<file path="src/rtl/flash_erase_pkg.sv">
package flash_erase_pkg;

  localparam logic [7:0] OP_NOP   = 8'h00;
  localparam logic [7:0] OP_RDSR  = 8'h05;
  localparam logic [7:0] OP_WREN  = 8'h06;
  localparam logic [7:0] OP_ER4K  = 8'h20;
  localparam logic [7:0] OP_ER32K = 8'h52;
  localparam logic [7:0] OP_CHIP  = 8'h60;
  localparam logic [7:0] OP_ER64K = 8'hD8;

  localparam int SMALL_SHIFT = 12;
  localparam int MID_SHIFT   = 15;
  localparam int BIG_SHIFT   = 16;

  typedef enum logic [2:0] {
    CS_NONE, CS_WREN, CS_ERASE, CS_CHIP, CS_RDSR, CS_NOP
  } cmdSel_t;

  typedef enum logic [1:0] {
    ST_OK = 2'd0, ST_BAD_RANGE = 2'd1, ST_TIMEOUT = 2'd2
  } result_t;

  typedef struct packed {
    logic    load;
    logic    advance;
    logic    startWait;
    logic    clrPoll;
    logic    incPoll;
    cmdSel_t cmdSel;
  } ctlStrobes_t;

endpackage

</file>
<file path="src/rtl/fes_datapath.sv">
module fes_datapath
  import flash_erase_pkg::*;
#(
  parameter int ADDR_W      = 24,
  parameter int POLL_CYCLES = 12500,
  parameter int MAX_POLLS   = 2000000
) (
  input  logic              clk,
  input  logic              rstN,
  input  ctlStrobes_t       strb,
  input  logic [ADDR_W-1:0] reqStart,
  input  logic [ADDR_W-1:0] reqLen,
  output logic              rangeBad,
  output logic              moreToDo,
  output logic              waitDone,
  output logic              lastPoll,
  output logic              cmdValid,
  output logic [7:0]        cmdOpcode,
  output logic [ADDR_W-1:0] cmdAddr
);

  localparam int WAIT_W = $clog2(POLL_CYCLES + 1);
  localparam int POLL_W = $clog2(MAX_POLLS + 1);
  localparam logic [ADDR_W:0] BIG_SZ   = (ADDR_W+1)'(1) << BIG_SHIFT;
  localparam logic [ADDR_W:0] MID_SZ   = (ADDR_W+1)'(1) << MID_SHIFT;
  localparam logic [ADDR_W:0] SMALL_SZ = (ADDR_W+1)'(1) << SMALL_SHIFT;

  logic [ADDR_W-1:0] curAddr, endAddr;
  logic [ADDR_W:0]   reqSum, curWide, endWide, stepSize;
  logic [7:0]        eraseOp;
  logic [WAIT_W-1:0] waitCnt;
  logic [POLL_W-1:0] pollCnt;

  assign reqSum   = {1'b0, reqStart} + {1'b0, reqLen};
  assign rangeBad = (reqStart[SMALL_SHIFT-1:0] != '0) ||
                    (reqLen[SMALL_SHIFT-1:0] != '0) || reqSum[ADDR_W];

  assign curWide  = {1'b0, curAddr};
  assign endWide  = {1'b0, endAddr};
  assign moreToDo = curAddr < endAddr;

  always_comb begin
    if (curAddr[BIG_SHIFT-1:0] == '0 && curWide + BIG_SZ <= endWide) begin
      eraseOp  = OP_ER64K;
      stepSize = BIG_SZ;
    end else if (curAddr[MID_SHIFT-1:0] == '0 && curWide + MID_SZ <= endWide) begin
      eraseOp  = OP_ER32K;
      stepSize = MID_SZ;
    end else begin
      eraseOp  = OP_ER4K;
      stepSize = SMALL_SZ;
    end
  end

  always_ff @(posedge clk or negedge rstN) begin
    if (!rstN) begin
      curAddr <= '0;
      endAddr <= '0;
    end else if (strb.load) begin
      curAddr <= reqStart;
      endAddr <= reqSum[ADDR_W-1:0];
    end else if (strb.advance) begin
      curAddr <= curAddr + stepSize[ADDR_W-1:0];
    end
  end

  always_ff @(posedge clk or negedge rstN) begin
    if (!rstN)                waitCnt <= '0;
    else if (strb.startWait)  waitCnt <= WAIT_W'(POLL_CYCLES - 1);
    else if (waitCnt != '0)   waitCnt <= waitCnt - 1'b1;
  end
  assign waitDone = (waitCnt == '0);

  always_ff @(posedge clk or negedge rstN) begin
    if (!rstN)               pollCnt <= '0;
    else if (strb.clrPoll)   pollCnt <= '0;
    else if (strb.incPoll)   pollCnt <= pollCnt + 1'b1;
  end
  assign lastPoll = (pollCnt == POLL_W'(MAX_POLLS - 1));

  always_comb begin
    cmdValid  = (strb.cmdSel != CS_NONE);
    cmdAddr   = '0;
    cmdOpcode = OP_NOP;
    case (strb.cmdSel)
      CS_WREN:  cmdOpcode = OP_WREN;
      CS_ERASE: begin cmdOpcode = eraseOp; cmdAddr = curAddr; end
      CS_CHIP:  cmdOpcode = OP_CHIP;
      CS_RDSR:  cmdOpcode = OP_RDSR;
      default:  cmdOpcode = OP_NOP;
    endcase
  end

endmodule

</file>
<file path="src/rtl/fes_control.sv">
module fes_control
  import flash_erase_pkg::*;
(
  input  logic        clk,
  input  logic        rstN,
  input  logic        reqValid,
  input  logic        reqChip,
  input  logic        rangeBad,
  input  logic        moreToDo,
  input  logic        waitDone,
  input  logic        lastPoll,
  input  logic        cmdReady,
  input  logic        statusValid,
  input  logic        statusBusy,
  output ctlStrobes_t strb,
  output logic        busy,
  output logic        done,
  output logic [1:0]  doneStatus,
  output logic        wpLevel,
  output logic        statusReq
);

  typedef enum logic [3:0] {
    S_IDLE, S_CHECK, S_WREN, S_ERASE, S_RDSR, S_WAIT, S_RESP, S_NOP, S_FINISH
  } state_t;

  state_t  state, nextState;
  logic    chipMode;
  result_t outcome, nextOutcome;

  always_comb begin
    nextState   = state;
    nextOutcome = outcome;
    strb        = '0;
    strb.cmdSel = CS_NONE;
    statusReq   = 1'b0;
    case (state)
      S_IDLE: if (reqValid) begin
        strb.load   = 1'b1;
        nextOutcome = ST_OK;
        if (reqChip)        nextState = S_WREN;
        else if (!rangeBad) nextState = S_CHECK;
      end
      S_CHECK: nextState = moreToDo ? S_WREN : S_FINISH;
      S_WREN: begin
        strb.cmdSel = CS_WREN;
        if (cmdReady) nextState = S_ERASE;
      end
      S_ERASE: begin
        strb.cmdSel = chipMode ? CS_CHIP : CS_ERASE;
        if (cmdReady) begin
          strb.advance = !chipMode;
          nextState    = S_RDSR;
        end
      end
      S_RDSR: begin
        strb.cmdSel = CS_RDSR;
        if (cmdReady) begin
          strb.startWait = 1'b1;
          strb.clrPoll   = 1'b1;
          nextState      = S_WAIT;
        end
      end
      S_WAIT: if (waitDone) begin
        statusReq = 1'b1;
        nextState = S_RESP;
      end
      S_RESP: if (statusValid) begin
        if (!statusBusy) begin
          nextState = S_NOP;
        end else if (lastPoll) begin
          nextOutcome = ST_TIMEOUT;
          nextState   = S_NOP;
        end else begin
          strb.incPoll   = 1'b1;
          strb.startWait = 1'b1;
          nextState      = S_WAIT;
        end
      end
      S_NOP: begin
        strb.cmdSel = CS_NOP;
        if (cmdReady)
          nextState = (chipMode || outcome == ST_TIMEOUT) ? S_FINISH : S_CHECK;
      end
      S_FINISH: nextState = S_IDLE;
      default:  nextState = S_IDLE;
    endcase
  end

  always_ff @(posedge clk or negedge rstN) begin
    if (!rstN) begin
      state      <= S_IDLE;
      outcome    <= ST_OK;
      chipMode   <= 1'b0;
      done       <= 1'b0;
      doneStatus <= 2'd0;
      wpLevel    <= 1'b0;
    end else begin
      state   <= nextState;
      outcome <= nextOutcome;
      done    <= 1'b0;
      if (state == S_IDLE && reqValid) begin
        chipMode <= reqChip;
        if (!reqChip && rangeBad) begin
          done       <= 1'b1;
          doneStatus <= ST_BAD_RANGE;
        end else begin
          wpLevel <= 1'b1;
        end
      end
      if (state == S_FINISH) begin
        done       <= 1'b1;
        doneStatus <= outcome;
        wpLevel    <= 1'b0;
      end
    end
  end

  assign busy = (state != S_IDLE);

endmodule

</file>
<file path="src/rtl/flash_erase_seq.sv">
module flash_erase_seq
  import flash_erase_pkg::*;
#(
  parameter int ADDR_W     = 24,
  parameter int CLK_HZ     = 125000000,
  parameter int POLL_US    = 100,
  parameter int TIMEOUT_US = 200000000
) (
  input  logic              clk,
  input  logic              rstN,
  input  logic              reqValid,
  input  logic              reqChip,
  input  logic [ADDR_W-1:0] reqStart,
  input  logic [ADDR_W-1:0] reqLen,
  output logic              busy,
  output logic              done,
  output logic [1:0]        doneStatus,
  output logic              wpOut,
  output logic              wpOe,
  output logic              cmdValid,
  input  logic              cmdReady,
  output logic [7:0]        cmdOpcode,
  output logic [ADDR_W-1:0] cmdAddr,
  output logic              statusReq,
  input  logic              statusValid,
  input  logic [7:0]        statusData
);

  localparam int POLL_RAW    = (CLK_HZ / 1000000) * POLL_US;
  localparam int POLL_CYCLES = (POLL_RAW < 1) ? 1 : POLL_RAW;
  localparam int POLLS_RAW   = TIMEOUT_US / POLL_US;
  localparam int MAX_POLLS   = (POLLS_RAW < 1) ? 1 : POLLS_RAW;

  ctlStrobes_t strb;
  logic rangeBad, moreToDo, waitDone, lastPoll, wpLevel;

  fes_datapath #(
    .ADDR_W(ADDR_W), .POLL_CYCLES(POLL_CYCLES), .MAX_POLLS(MAX_POLLS)
  ) u_dp (
    .clk(clk), .rstN(rstN), .strb(strb),
    .reqStart(reqStart), .reqLen(reqLen),
    .rangeBad(rangeBad), .moreToDo(moreToDo),
    .waitDone(waitDone), .lastPoll(lastPoll),
    .cmdValid(cmdValid), .cmdOpcode(cmdOpcode), .cmdAddr(cmdAddr)
  );

  fes_control u_ctl (
    .clk(clk), .rstN(rstN),
    .reqValid(reqValid), .reqChip(reqChip),
    .rangeBad(rangeBad), .moreToDo(moreToDo),
    .waitDone(waitDone), .lastPoll(lastPoll),
    .cmdReady(cmdReady), .statusValid(statusValid),
    .statusBusy(statusData[0]),
    .strb(strb), .busy(busy), .done(done), .doneStatus(doneStatus),
    .wpLevel(wpLevel), .statusReq(statusReq)
  );

  assign wpOut = wpLevel;
  assign wpOe  = wpLevel;

endmodule

</file>
<file path="config.mk">
export PLATFORM = sky130hd
export DESIGN_NAME = flash_erase_seq
export DESIGN_NICKNAME = d
export VERILOG_FILES = /design/src/rtl/flash_erase_pkg.sv /design/src/rtl/fes_datapath.sv /design/src/rtl/fes_control.sv /design/src/rtl/flash_erase_seq.sv
export SDC_FILE = /design/constraint.sdc
export NUM_CORES = 1
export LEC_CHECK = 0
export BUFFER_PORTS_ARGS = -buffer_cell sky130_fd_sc_hd__buf_2
export CELL_PAD_IN_SITES_DETAIL_PLACEMENT = 0
export CELL_PAD_IN_SITES_GLOBAL_PLACEMENT = 1
export CORE_ASPECT_RATIO = 1.2
export CORE_MARGIN = 10
export CORE_UTILIZATION = 40
export DETAILED_ROUTE_END_ITERATION = 8
export GPL_TIMING_DRIVEN = 0
export HOLD_SLACK_MARGIN = 0.03
export PLACE_DENSITY = 0.88
export SYNTH_ARGS = -nofsm -noshare
export SYNTH_HDL_FRONTEND = slang
export SYNTH_SLANG_ARGS = --single-unit
</file>
<file path="constraint.sdc">
create_clock -name clk -period 3.8 [get_ports clk]
set_input_delay 0.76 -clock clk [delete_from_list [all_inputs] [get_ports clk]]
set_output_delay 0.76 -clock clk [all_outputs]
set_load 0.05 [all_outputs]
</file>
==> reports/metrics.csv, run 1 <==
metric,value,unit
synth top area cells,"dfrtp_1 (32%), ha_1 (12%), nand2_1 (7.0%)",
DRC Markers,0,
flop-to-flop setup slack,-0.17,ns
r2r endpoint,u_dp.curAddr[22]$_DFFE_PN0P_,
Cells after Synth,887,
global-route wire length before repair,34600,um
Synth async-reset ratio,100,%
clock-pin slew on the worst setup and hold paths,0.07,ns
die area,0.0243,mm2
H-tree lvl count,3,
post-synth top area share,31.6,%
unrepaired setup endpoints after global routing,yes,
critical path startpoint category,flop,
worst-case clock buffer depth,2,
HP Class,in2async,
Layout Nets,1155,
design area,0.00904,mm2
share of layout cells above drive strength 1,21.3,%
Setup crit end kind,output port,
number of diodes,0,
run status,finished with violations,
register area share after synthesis,31.6,%
Synth-to-Final Area Change,22.7,%
"Distinct cells, synth",82,
syn_nets,1023,
critical path's slowest cell,dfrtp_2,
#FFs+latches synth,93,
WP buf/inv,2,
Post-Route WL,21600,um
fin crit period,4.09,ns
Routed Antenna Nets,0,
grt total ovfl,0,
relative slew slack,50.2,%
CTS tree,built,
met1 Usage GRT,21.3,%
crit path DAT,3.33,ns
clock skew,0.00925,ns
worst setup path endpoint,cmdOpcode[1],
crit share post-route,108,%
cts hold-fix bufs,0,
area of the core,0.0182,mm2
CP peak stage delay,0.46,ns
Final Hold Viols,0,
max_cap viols,0,
port bufs,94,
violated checks,setup timing,
Synth Cell Area,0.00737,mm2
Via Count,6756,
R2R cell count,20,
"EDFF count, synth",0,
IO Count,102,
height of the die,169,um
Fill cells,1756,
Clock Sink Count,93,
CTS Buf Count,9,
worst slew pin tran,0.747,ns
CTS root buf,clkbuf_16,
hpwl dp,16700,um
DRT Pass-1 Iters,6,
Mean Syn Cell Area,8.31,um2
Most Crowded Layer GR,met2,
Worst Path Required,3.04,ns
Final setup viols,14,
via/cell ratio,5.41,
CP Max Fanout,4,
Pins Over Slew Limit,0,
Crit Reg-Reg Startpoint,u_dp.curAddr[18]$_DFFE_PN0P_,
worst vdd ir,343,uV
Overall Global Routing Usage,17.7,%
final core utilization,49.8,%
crit path launch,u_dp.curAddr[16]$_DFFE_PN0P_,
Synth area leader,dfrtp_1,
setup slack after layout,-0.289,ns
dpl cell area,0.00819,mm2
vias in the first global route,6865,
gp weighted congestion,0.884,
Starting Density,40.5,%
maximum number of pins on one net before global-route repair,64,
CP Cell Sequence,"ha_4, nand4_1, xnor2_1, ha_1, and4_4, buf_6, a221oi_4, a31oi_4, o31ai_4, nand2_2, o31ai_4, buf_6",
Pleak,0.00419,uW
Crit. path cell count,12,
later-pin clock latency in the skew report,0.36,ns
Synth Flop Type,dfrtp_1,
met2 usage,30.2,%
"Largest delay share family, worst path",compound AO/OA/AOI/OAI gates,
Crit Path Class,reg2out,
initial antenna violation count,0,
Yosys Warn Count,0,
f_max,245,MHz
Avg WL per Cell,17.3,um
grt met3 use,2.18,%
P per Cell Area,703,mW/mm2
row count,54,
DRT iter0 DRCs,414,
Die X,144,um
[placed cells by master, fill, tap and decap left out, types with 4 or more instances in the layout]
cell type and instances:
a21oi_1 34, nor4_1 14, o21ai_1 7, nand2b_1 5, buf_6 8, nand4_1 17, inv_1 43, o21a_1 9
clkbuf_1 21, nand3_2 6, a21oi_2 4, nor3_1 15, o31ai_1 6, nand2_1 134, a21o_1 18, nand2_2 5
and2_1 25, ha_1 67, o21ai_0 45, a31o_2 5, and3_1 9, nor2_1 80, a31oi_1 4, o21bai_1 4
ha_4 5, buf_4 29, nand3_1 29, xor2_1 38, clkbuf_16 9, dfrtp_1 90, nor2b_1 9, xnor2_1 27
buf_2 91, a211oi_1 10, nor4_4 4
[sequential cells by signal, summed over array words and instances (netlist names)]
name and flops:
u_ctl.state 4, u_dp.pollCnt 21, u_ctl.chipMode 1, u_ctl.wpLevel 1, u_ctl.done 1, u_ctl.doneStatus 2
u_ctl.outcome 1, u_dp.waitCnt 14, u_dp.curAddr 24, u_dp.endAddr 24
[final cells by class]
type | instances | area (um2) | share of cell area (%)
Clock inverter | 4 | 55.1 | 0.609
Timing Repair Buffer | 122 | 748 | 8.27
Sequential cell | 93 | 2330 | 25.8
Buffer | 29 | 159 | 1.76
Multi-Input combinational cell | 720 | 5060 | 55.9
Tap cell | 224 | 280 | 3.10
Inverter | 44 | 165 | 1.83
Clock buffer | 12 | 246 | 2.73
[routing by layer]
| layer | wire length, um | vias to the layer above | share of wire [%] |
|---|---|---|---|
| li1 | - | 3389 | - |
| met4 | 878 | 0 | 4.1 |
| met2 | 10700 | 164 | 50 |
| met5 | 0 | - | 0 |
| met3 | 725 | 48 | 3.4 |
| met1 | 9280 | 3155 | 43 |
[report_power, final]
group	switching (uW)	total, uW	internal (uW)
Sequential	344	1690	1340
Clock	405	937	533
Combinational	2220	3730	1510
[how the worst min path moves through the flow]
stage | slack (ns) | end | startpoint
finish | 0.34 | u_dp.waitCnt[4]$_DFFE_PN0P_ | rstN
global route | 0.36 | u_dp.waitCnt[4]$_DFFE_PN0P_ | rstN
CTS | 0.35 | u_dp.waitCnt[10]$_DFFE_PN0P_ | rstN
detailed placement | 0.47 | u_dp.endAddr[11]$_DFFE_PN0P_ | u_dp.endAddr[11]$_DFFE_PN0P_
global placement | 0.46 | u_dp.endAddr[16]$_DFFE_PN0P_ | u_dp.endAddr[16]$_DFFE_PN0P_
floorplan | 0.44 | u_dp.endAddr[14]$_DFFE_PN0P_ | u_dp.endAddr[14]$_DFFE_PN0P_
[cell usage after synthesis, types with 11 or more instances]
library cell,instances
ha_1,73
clkbuf_1,22
inv_1,43
a21o_1,18
a211oi_1,11
a21oi_1,36
nor3_1,15
xnor2_1,29
and2_1,26
nand2_1,138
and3_1,11
xor2_1,39
nand3_1,34
nand4_1,17
nor2_1,85
dfrtp_1,93
o21ai_0,51
nor4_1,16
[per-stage QoR]
step | setup TNS, ns | hold slack (ns) | total power [uW] | std cells | worst slack, ns
after floorplan | 0 | 0.443 | 4010 | 887 | 0.0218
after global placement | -9.18 | 0.464 | 4780 | 1205 | -0.829
after detailed placement | -9.54 | 0.469 | 4830 | 1206 | -0.869
after CTS | -1.32 | 0.350 | 6170 | 1242 | -0.218
after global routing | -4.96 | 0.364 | 6820 | 1248 | -0.451
final | -2.46 | 0.337 | 6360 | 1248 | -0.289
[cell families (layout without fill, tap and decap cells)]
kind of cell	count (synthesis)	count (layout)	share of synthesized area [%]
buf+inv	74	211	4.06
mux	5	5	0.764
fa+ha+maj	74	74	12.7
xor+xnor	68	68	8.08
simple gates	384	384	25.4
compound gates	189	189	17.5
flops	93	93	31.6
[what timing repair did]
action / 4_1_cts / 5_1_grt
pin swaps: 39 / 19
setup endpoints to repair: 17 / 15
gates resized for setup: 66 / 16
setup buffers: 20 / 7
gates cloned: 0 / 0
(Power assumes the default switching activity.)
==> run 2: changes to the inputs <==
Settings changed: CAP_MARGIN set to 5, CELL_PAD_IN_SITES_DETAIL_PLACEMENT 0 to 1, CELL_PAD_IN_SITES_GLOBAL_PLACEMENT 1 to 2, CORE_UTILIZATION 40 to 32.
==> reports/metrics.csv, run 2 (synthesis gave the netlist of run 1 again) <==
metric,value,unit,change
DRT Pass-1 Iters,4,,was 6
clock-pin slew on the worst setup and hold paths,0.07,ns,about the same
port bufs,94,,unchanged
FF+latch area,0.00233,mm2,about the same
Avg WL per Cell,18.8,um,was 17.3 um
Routed Antenna Nets,0,,unchanged
share of layout cells above drive strength 1,21.1,%,was 21.3%
row count,60,,was 54
CP peak stage delay,0.38,ns,was 0.46 ns
CTS root buf,clkbuf_16,,unchanged
die area,0.0295,mm2,was 0.0243 mm2
Die X,159,um,was 144 um
Fin Hold WS,0.372,ns,was 0.337 ns
Crit. path cell count,14,,was 12
most frequent cells in the layout,"nand2_1 (135), buf_2 (91), dfrtp_1 (91)",,"was nand2_1 (134), buf_2 (91), dfrtp_1 (90)"
fin crit period,4.14,ns,was 4.09 ns
Layout Nets,1158,,was 1155
vias in the first global route,7536,,was 6865
global-route wire length before repair,39500,um,was 34600 um
gp weighted congestion,0.869,,was 0.884
setup slack after layout,-0.345,ns,was -0.289 ns
DRT iter0 DRCs,202,,was 414
relative slew slack,46.8,%,was 50.2%
Overall Global Routing Usage,16.9,%,was 17.7%
run status,finished with violations,,unchanged
Pleak,0.00422,uW,was 0.00419 uW
critical path startpoint category,flop,,unchanged
hpwl dp,19400,um,was 16700 um
Setup crit end kind,output port,,unchanged
height of the die,186,um,was 169 um
max_cap viols,0,,unchanged
crit path DAT,3.38,ns,was 3.33 ns
grt met3 use,2.67,%,was 2.18%
biggest regs,"u_dp.curAddr x24, u_dp.endAddr x24, u_dp.pollCnt x21",,unchanged
Crit Path Class,reg2out,,unchanged
"commonest non-fill, non-tap cell in the layout",nand2_1,,unchanged
area of the core,0.0225,mm2,was 0.0182 mm2
violated checks,setup timing,,unchanged
pre-CTS setup slack,-1.03,ns,was -0.869 ns
Final setup viols,14,,unchanged
DRC Markers,0,,unchanged
f_max,241,MHz,was 245 MHz
CP Max Fanout,6,,was 4
cell mode on critical path,buf_8,,
Most Crowded Layer GR,met2,,unchanged
IO Count,102,,unchanged
number of diodes,0,,unchanged
dpl cell area,0.00826,mm2,was 0.00819 mm2
H-tree lvl count,3,,unchanged
Via Count,6914,,was 6756
"Largest delay share family, worst path",simple AND/OR/NAND/NOR gates,,was compound AO/OA/AOI/OAI gates
grt total ovfl,0,,unchanged
final core utilization,40.6,%,was 49.8%
worst slew pin tran,0.798,ns,was 0.747 ns
CTS Buf Count,9,,unchanged
crit share post-route,109,%,was 108%
WP buf/inv,3,,was 2
CTS tree,built,,unchanged
maximum number of pins on one net before global-route repair,58,,was 64
CP Cell Sequence,"buf_8, and4_4, and3_4, nand2_4, xnor2_4, ha_4, nand3_4, nor4_4, nand4_1, a211oi_2, a22oi_2, buf_6, o21ba_4, buf_8",,"was ha_4, nand4_1, xnor2_1, ha_1, and4_4, buf_6, a221oi_4, a31oi_4, o31ai_4, nand2_2, o31ai_4, buf_6"
Clock Sink Count,93,,unchanged
Final Hold Viols,0,,unchanged
Crit Reg-Reg Startpoint,u_dp.curAddr[18]$_DFFE_PN0P_,,unchanged
Pins Over Slew Limit,0,,unchanged
critical path's slowest cell,dfrtp_1,,was dfrtp_2
via/cell ratio,5.29,,was 5.41
design area,0.00915,mm2,was 0.00904 mm2
Post-Route WL,24500,um,was 21600 um
HP Class,in2async,,unchanged
Fill cells,2732,,was 1756
unrepaired setup endpoints after global routing,yes,,unchanged
met2 usage,30.9,%,was 30.2%
R2R cell count,22,,was 20
initial antenna violation count,0,,unchanged
later-pin clock latency in the skew report,0.35,ns,was 0.36 ns
P per Cell Area,701,mW/mm2,was 703 mW/mm2
clock skew,0.0106,ns,was 0.00925 ns
Synth-to-Final Area Change,24.2,%,was 22.7%
area of the multi-input gates,0.00505,mm2,was 0.00506 mm2
met1 Usage GRT,18.9,%,was 21.3%
worst-case clock buffer depth,2,,unchanged
Starting Density,32.7,%,was 40.5%
Worst Path Required,3.04,ns,about the same
crit path launch,u_dp.curAddr[18]$_DFFE_PN0P_,,was u_dp.curAddr[16]$_DFFE_PN0P_
worst vdd ir,226,uV,was 343 uV
==> run 2: changes by cell type in the layout (fill, tap and decap cells not counted), moves of 2 or more <==
cell	change
buf_8	+2
clkbuf_1	-2
clkinv_2	+2
nand2_2	-2
o21ai_0	-3
o21ai_1	+3
==> run 2: final timing paths <==
path                                                end  slack, ns
setup / recovery                           cmdOpcode[5]      -0.34
max in group asynchronous  u_dp.curAddr[16]$_DFFE_PN0P_       2.74
hold / removal             u_dp.waitCnt[11]$_DFFE_PN0P_       0.37
hold reg to reg             u_dp.endAddr[6]$_DFFE_PN0P_       0.49
setup reg to reg           u_dp.curAddr[20]$_DFFE_PN0P_      -0.29
min in group clk            u_dp.endAddr[6]$_DFFE_PN0P_       0.49
==> run 2: what timing repair did <==
item                       CTS  global route
pin swaps                   33            21
setup endpoints to repair   18            16
hold buffers                 0             0
gates resized for setup     71            16
buffers inserted            20            10
hold endpoints to repair     0             0
==> run 2: where the power goes <==
part / internal [uW] / total [uW] / switching, uW
combinational: 1500 / 3770 / 2270
clock: 533 / 946 / 413
sequential: 1340 / 1700 / 357
total: 3370 / 6420 / 3040
==> run 2: worst reg2reg max path, delay by kind of cell, from the launching register on <==
kind                     cells  cell delay, ns
AO/OA/AOI/OAI                4            0.73
buffers and inverters        3            0.41
AND/OR/NAND/NOR             10            1.48
flip-flops                   1            0.38
adder cells (fa/ha/maj)      3            0.62
XOR/XNOR                     2            0.33
==> run 2: cell type report <==
type | count | share of cell area [%]
Buffer | 29 | 1.76
Clock buffer | 10 | 2.61
Clock inverter | 6 | 0.738
Inverter | 44 | 1.80
Multi-Input combinational cell | 720 | 55.2
Sequential cell | 93 | 25.5
Tap cell | 279 | 3.81
Timing Repair Buffer | 125 | 8.63
==> run 2: stage by stage <==
| stage | setup TNS, ns | power (uW) | cells |
|---|---|---|---|
| after floorplan | 0 | 4010 | 887 |
| after global placement | -9.49 | 4860 | 1260 |
| after detailed placement | -11.04 | 4970 | 1261 |
| after CTS | -2.45 | 6320 | 1297 |
| after global routing | -5.34 | 6960 | 1306 |
| final | -3.40 | 6420 | 1306 |
==> run 2: metal layers <==
layer | share of wire [%] | routed length [um]
met1 | 41 | 10100
met2 | 52 | 12900
met3 | 3.0 | 730
met4 | 3.3 | 801
met5 | 0 | 0
